===== src/rtl/shift_slice_pkg.sv =====
// Package: shared types for the shift slice.
// Assumes: select encoding is fixed by the chaining behaviour.
package shift_slice_pkg;

    typedef enum logic [1:0] {
        OP_PASS  = 2'd0,
        OP_SHL   = 2'd1,
        OP_SHR   = 2'd2,
        OP_CLEAR = 2'd3
    } shift_op_e;

    typedef struct packed {
        logic keep;   // take own bit
        logic up;     // take bit from lower neighbour (shift toward MSB)
        logic down;   // take bit from upper neighbour (shift toward LSB)
    } shift_ctrl_t;

endpackage


===== src/rtl/shift_mode_dec.sv =====
// Module: turns the 2-bit select into one-hot lane controls.
// Assumes: clear mode is encoded as no control active.
module shift_mode_dec
    import shift_slice_pkg::*;
(
    input  logic [1:0]  sel,
    output shift_ctrl_t ctrl
);

    // decode select into lane enables
    always_comb begin
        ctrl = '0;
        unique case (shift_op_e'(sel))
            OP_PASS:  ctrl.keep = 1'b1;
            OP_SHL:   ctrl.up   = 1'b1;
            OP_SHR:   ctrl.down = 1'b1;
            default:  ctrl      = '0;
        endcase
    end

    // at most one lane enable, none in clear mode
    always_comb begin
        a_r6_ctrl_onehot: assert ($onehot0({ctrl.keep, ctrl.up, ctrl.down}));
    end

endmodule


===== src/rtl/shift_bit_cell.sv =====
// Module: one bit lane, choosing own, lower or upper neighbour bit.
// Assumes: controls are one-hot or all zero; all zero yields 0.
module shift_bit_cell
    import shift_slice_pkg::*;
(
    input  shift_ctrl_t ctrl,
    input  logic        own_bit,
    input  logic        lower_bit,
    input  logic        upper_bit,
    output logic        y
);

    // AND-OR select of the lane source
    always_comb begin
        y = (ctrl.keep & own_bit) | (ctrl.up & lower_bit) | (ctrl.down & upper_bit);
    end

endmodule


===== src/rtl/shift_edge_out.sv =====
// Module: forms the two serial outputs from the word's end bits.
// Assumes: controls come from shift_mode_dec.
module shift_edge_out
    import shift_slice_pkg::*;
#(
    parameter int WIDTH = 6
) (
    input  shift_ctrl_t      ctrl,
    input  logic [WIDTH-1:0] din,
    output logic             msb_out,
    output logic             lsb_out
);

    localparam int MSB = WIDTH - 1;

    // push out the end bit only in the matching shift direction
    always_comb begin
        msb_out = ctrl.up   & din[MSB];
        lsb_out = ctrl.down & din[0];
    end

endmodule


===== src/rtl/shift_slice.sv =====
// Module: cascadable one-position shift slice (pass/left/right/clear).
// Assumes: WIDTH >= 2; neighbours link serial outputs to fill inputs.
module shift_slice
    import shift_slice_pkg::*;
#(
    parameter int WIDTH = 6
) (
    input  logic [WIDTH-1:0] din,
    input  logic [1:0]       sel,
    input  logic             ser_lsb_in,
    input  logic             ser_msb_in,
    output logic [WIDTH-1:0] dout,
    output logic             ser_msb_out,
    output logic             ser_lsb_out
);

    localparam int MSB = WIDTH - 1;

    shift_ctrl_t      ctrl;
    logic [WIDTH+1:0] ext;   // {ser_msb_in, din, ser_lsb_in}

    // widen the word with the fill bits at both ends
    always_comb begin
        ext = {ser_msb_in, din, ser_lsb_in};
    end

    shift_mode_dec u_dec (
        .sel  (sel),
        .ctrl (ctrl)
    );

    for (genvar i = 0; i < WIDTH; i++) begin : g_lane
        shift_bit_cell u_cell (
            .ctrl      (ctrl),
            .own_bit   (ext[i+1]),
            .lower_bit (ext[i]),
            .upper_bit (ext[i+2]),
            .y         (dout[i])
        );
    end

    shift_edge_out #(.WIDTH(WIDTH)) u_edge (
        .ctrl    (ctrl),
        .din     (din),
        .msb_out (ser_msb_out),
        .lsb_out (ser_lsb_out)
    );

    // port-level guards across decoder, lanes and edge logic
    always_comb begin
        a_r9_serial_exclusive: assert ($onehot0({ser_msb_out, ser_lsb_out}));
        if (sel == OP_PASS) begin
            a_r1_pass_through: assert (dout == din && !ser_msb_out && !ser_lsb_out);
        end
        if (sel == OP_SHL) begin
            a_r3_left_serial: assert (ser_msb_out == din[MSB] && !ser_lsb_out);
            a_r2_left_fill: assert (dout[0] == ser_lsb_in);
        end
        if (sel == OP_SHR) begin
            a_r5_right_serial: assert (ser_lsb_out == din[0] && !ser_msb_out);
            a_r4_right_fill: assert (dout[MSB] == ser_msb_in);
        end
        if (sel == OP_CLEAR) begin
            a_r6_clear_zero: assert (dout == '0 && !ser_msb_out && !ser_lsb_out);
        end
    end

endmodule


===== config.mk =====
export PLATFORM = sky130hd
export DESIGN_NAME = shift_slice
export DESIGN_NICKNAME = d
export VERILOG_FILES = /design/src/rtl/shift_slice_pkg.sv /design/src/rtl/shift_mode_dec.sv /design/src/rtl/shift_bit_cell.sv /design/src/rtl/shift_edge_out.sv /design/src/rtl/shift_slice.sv
export SDC_FILE = /design/constraint.sdc
export NUM_CORES = 1
export LEC_CHECK = 0
export CAP_MARGIN = 20
export CELL_PAD_IN_SITES_DETAIL_PLACEMENT = 0
export CELL_PAD_IN_SITES_GLOBAL_PLACEMENT = 1
export CORE_AREA = 2 2 39 41
export DETAILED_ROUTE_END_ITERATION = 6
export DIE_AREA = 0 0 41 43
export DONT_BUFFER_PORTS = 1
export PLACE_DENSITY_LB_ADDON = 0.2
export SLEW_MARGIN = 5
export SYNTH_ARGS = -nofsm -noshare
export SYNTH_HDL_FRONTEND = slang
export SYNTH_SLANG_ARGS = --single-unit

===== constraint.sdc =====
create_clock -name vclk -period 2.7
set_clock_uncertainty 0.15 [all_clocks]
set_input_delay 0.54 -clock vclk [all_inputs]
set_output_delay 0.54 -clock vclk [all_outputs]
set_load 0.05 [all_outputs]

-- Yosys cells after proc, flatten, opt, wreduce, memory -nomap -nowiden
Cells that the tools add are included.
- output and inout port bits: 8
- bits in read-only memories: 0
- bits of input ports: 10
- memories: 0
- register bits after elaboration: 0
- bits in latches: 0
- logic and storage cells: 38
- memory bits (writable): 0
- multipliers: 0
- equality and inequality tests: 2
- reductions and logical operators: 1
- $lt $le $gt $ge: 0
- add/subtract/negate cells: 0
- div/mod/pow operators: 0
- bitwise gates (word level): 32
- shift operators: 0
- muxes and demuxes: 3
- operators with widths (operator ; number):
    $and A1 B1 Y1 ; 20
    $or A1 B1 Y1 ; 12
    $mux W1 ; 3
    $eq A2 B1 Y1 const B ; 1
    $eq A2 B2 Y1 const B ; 1
    $logic_not A2 Y1 ; 1

-- Logic depth before layout (Yosys ltp)
- depth after elaboration: 5
- gate-level depth with buffers: 5
- depth with buffers taken out: 2

-- By module
A second synthesis with hierarchy kept.
- cell total of the unflattened synthesis: 17
- area total of the unflattened synthesis: 113.9 um2
- modules (own cells, without submodules) (module ; times used ; sequential area each (um2) ; area an instance (um2) ; cells each):
    shift_bit_cell ; 6 ; 0.0 ; 13.8 ; 2
    shift_mode_dec ; 1 ; 0.0 ; 18.8 ; 3
    shift_edge_out ; 1 ; 0.0 ; 12.5 ; 2

-- Worst setup path after synthesis
OpenSTA, ideal clock, no wires.
- path type: input-to-output
- start: input sel[0]
- end: output ser_lsb_out
- stages: 4
- buffers on the path: 2
- arrival: 1.370 ns
- data required time: 2.010 ns
- setup slack: 0.640 ns
- path through: buf_4 -> nor2b_1 -> buf_2 -> and2_1
- word-level cells in the longest chain between the ends: 3
- ends and longest elaborated chain (element ; line ; RTL):
    start: declaration ; shift_slice.sv:9 ; input logic [1:0] sel,
    $eq A2 B2 Y1 ; shift_mode_dec.sv:13 ; unique case (shift_op_e'(sel))
    $mux W1 ; shift_mode_dec.sv:13 ;
    $and A1 B1 Y1 ; shift_edge_out.sv:19 ; lsb_out = ctrl.down & din[0];
    end: declaration ; shift_slice.sv:14 ; output logic ser_lsb_out
No other way between the ends.

-- Worst setup path after layout
- start: input sel[1]
- end: output dout[0]
- word-level cells in the longest chain between the ends: 5
- elaborated cells between the ends (all ways): 11
- those cells by class: 2 x eq/ne; 3 x mux; 5 x bitwise; 1 x reduce/logical
- ends and longest elaborated chain (element ; line ; RTL):
    $eq A2 B1 Y1 / $logic_not A2 Y1 (equally long branches) ; -- ;
    $mux W1 ; shift_mode_dec.sv:13 ;
    $and A1 B1 Y1 ; shift_bit_cell.sv:15 ; y = (ctrl.keep & own_bit) | (ctrl.up & lower_bit) | (ctrl.down & upper_bit);
    $or A1 B1 Y1 ; shift_bit_cell.sv:15 ;
    $or A1 B1 Y1 * ; shift_bit_cell.sv:15 ;
    end: declaration ; shift_slice.sv:12 ; output logic [WIDTH-1:0] dout,
Mark *: on every way between the ends. The rest lies on a longest branch, timed or not.

==> impl_metrics.py <==
metrics = {
    "outcome": {
        "run_status": "complete, no violations",
    },
    "worst_setup_path": {
        "family_of_cells_with_the_greatest_summed_delay_on_the_critical_path": "compound AO/OA/AOI/OAI gates",
        "critPathBufInv": 0,
        "timing.critical_path.slowest_stage_cell": "sky130_fd_sc_hd__o2bb2ai_1",
        "critical-path-max-stage-delay_ns": 0.52,
        "worstSetupPathType": "primary input to primary output",
        "cp_data_required_time_ns": 2.01,
        "cp_data_arrival_time_ns": 1.46,
        "timing.critical_path.fanout_max": 8,
        "cp-start-kind": "primary input",
        "worstPathCellList": "nor2b_1, o2bb2ai_1",
        "cp-end-kind": "primary output",
    },
    "die": {
        "floorplan.die.width_um": 41,
        "core_region_area_mm2": 0.001384,
        "initial_util": 0.1383,
        "area_enclosed_by_the_die_boundary_mm2": 0.001763,
        "ioPinCount": 18,
        "floorplan.rows": 14,
        "floorplan.die.height_um": 43,
    },
    "drt": {
        "drt_iter0_drc": 0,
        "drc": 0,
        "route.vias.total": 148,
        "route.final.wire_length_um": 465,
        "detailedRoute.firstPassIterationCount": 1,
        "detail_route.wl_per_cell_um": 12.92,
        "via_per_inst": 4.111,
        "ant_nets": 0,
    },
    "logic_synthesis": {
        "post_synth_most_frequent_cells": "sky130_fd_sc_hd__buf_4 (7), sky130_fd_sc_hd__mux2i_1 (6), sky130_fd_sc_hd__o2bb2ai_1 (6)",
        "post-synth-top-count-cell": "sky130_fd_sc_hd__buf_4",
        "synth_area_per_cell_um2": 8.323,
        "yosys.area.top_type": "sky130_fd_sc_hd__mux2i_1",
        "synth.net_count": 33,
        "yosys_warnings": 0,
        "yosys.area.top_type_share": 0.3137,
        "seq_area_frac_synth": 0,
        "post_synth_instance_area_um2": 191.4,
        "post_synth_inst_count": 23,
        "library_cells_used_by_synthesis": 7,
        "synth_top_cells_by_area": "sky130_fd_sc_hd__mux2i_1 (31%), sky130_fd_sc_hd__buf_4 (27%), sky130_fd_sc_hd__o2bb2ai_1 (27%), sky130_fd_sc_hd__and3b_1 (4.6%), sky130_fd_sc_hd__and2_1 (3.3%)",
    },
    "timing": {
        "finalSetupViolations": 0,
        "slew_headroom": 0.3261,
        "fin_crit_ns": 2.146,
        "max_freq_ghz": 0.4659,
        "hold_violations": 0,
        "setup_repair_after_global_routing_missed_its_margin": "false",
        "fin_crit_sh": 0.7949,
        "tightestPinTransition_ns": 1.012,
        "fin_setup_tns_ns": 0,
        "drv_slew": 0,
    },
    "global_routing": {
        "met3_usage": 0.02094,
        "globalRoute.busiestLayer": "met2",
        "largest_net_degree_at_the_start_of_global_routing": 9,
        "grtUsageTotal": 0.04895,
        "global_route.usage.met2": 0.08438,
        "wire_length_of_the_first_global_routing_pass_um": 648,
        "first_global_vias": 161,
        "grt_overflow": 0,
        "antenna_found_initial": 0,
        "grt.met1_usage": 0.05696,
    },
    "cts": {
        "cts.repair.resized": 0,
        "cts_hold_repair.buffers": 0,
        "postCtsSetupRepairBufs": 0,
    },
    "final_layout": {
        "antenna_cells_inserted": 0,
        "finalNetCount": 32,
        "layout-area-overhead-vs-synth_pct": 0,
        "fin_area_um2": 191.4,
        "layout.sequential_cells": 0,
        "ff_latch_area_um2": 0,
        "multi_input_area_um2": 133.9,
        "final_layout_size_suffix_gt1_frac": 0.2500,
        "clockBufferCount": 0,
        "count_of_filler_cells_inserted_in_the_layout": 168,
    },
    "power": {
        "power.clock.fraction": 0,
        "power.sequential.fraction": 0,
        "ir_worst_vdd_mv": 0.03692,
        "switching_share": 0.7029,
        "p_int_uw": 16.89,
        "power.static_leakage_nw": 0.08215,
        "comb_power_share": 1.000,
        "switchingPower_uw": 39.97,
        "power_per_cell_area_mw_per_mm2": 297.0,
    },
    "placement": {
        "portBuffers": 0,
        "place.gp.congestion": 0.6199,
        "placed_cell_area_um2": 191.4,
    },
    "min_path": {
        "hold_path.class": "primary input to primary output",
    },
    "job": {
        "max-cap-violations": 0,
    },
}
-- area by class of cell --
type,instances,area share
multi-input combinational,15,0.6993
timing repair buffer,5,0.1961
tap,16,0.1046
-- power groups by stage --
| stage | Combinational, mW | Sequential [mW] | Clock, mW |
|---|---|---|---|
| after floorplan | 0.0601 | 0 | 0 |
| after global placement | 0.0574 | 0 | 0 |
| after detailed placement | 0.0574 | 0 | 0 |
| after CTS | 0.0574 | 0 | 0 |
| after global routing | 0.0596 | 0 | 0 |
| final | 0.0569 | 0 | 0 |
-- cell families after synthesis --
kind of cell / synth area share
buf+inv: 0.3006
compound gates: 0.2745
mux: 0.3137
simple gates: 0.1112
-- per-layer routing --
| metal | routed length, um | vias up |
|---|---|---|
| met1 | 178 | 63 |
| met2 | 215 | 11 |
| li1 | - | 74 |
| met4 | 0 | 0 |
| met5 | 0 | - |
| met3 | 71 | 0 |
-- worst paths after layout --
kind / from / to / slack, ns / depth (start not counted)
setup / recovery: sel[1] / dout[0] / 0.55 / 2
hold / removal: sel[1] / dout[1] / 1.15 / 2
-- layout by cell type (no fill, tap or decap), drive strengths merged --
master / synthesis / final
nor2b: 1 / 1
and3b: 1 / 1
and2: 1 / 1
mux2i: 6 / 6
buf: 8 / 5
o2bb2ai: 6 / 6
-- through the flow --
| step | utilization | cells | setup slack [ns] | hold WS, ns | power, mW |
|---|---|---|---|---|---|
| floorplan | - | 23 | 0.6397 | 1.144 | 0.06009 |
| global placement | 0.1383 | 36 | 0.5670 | 1.158 | 0.05741 |
| detailed placement | 0.1383 | 36 | 0.5458 | 1.152 | 0.05736 |
| CTS | 0.1383 | 36 | 0.5458 | 1.155 | 0.05745 |
| global route | 0.1383 | 36 | 0.4685 | 1.161 | 0.05955 |
| finish | 0.1383 | 36 | 0.5537 | 1.151 | 0.05686 |
Note: power is estimated with default switching activity, not from simulation.
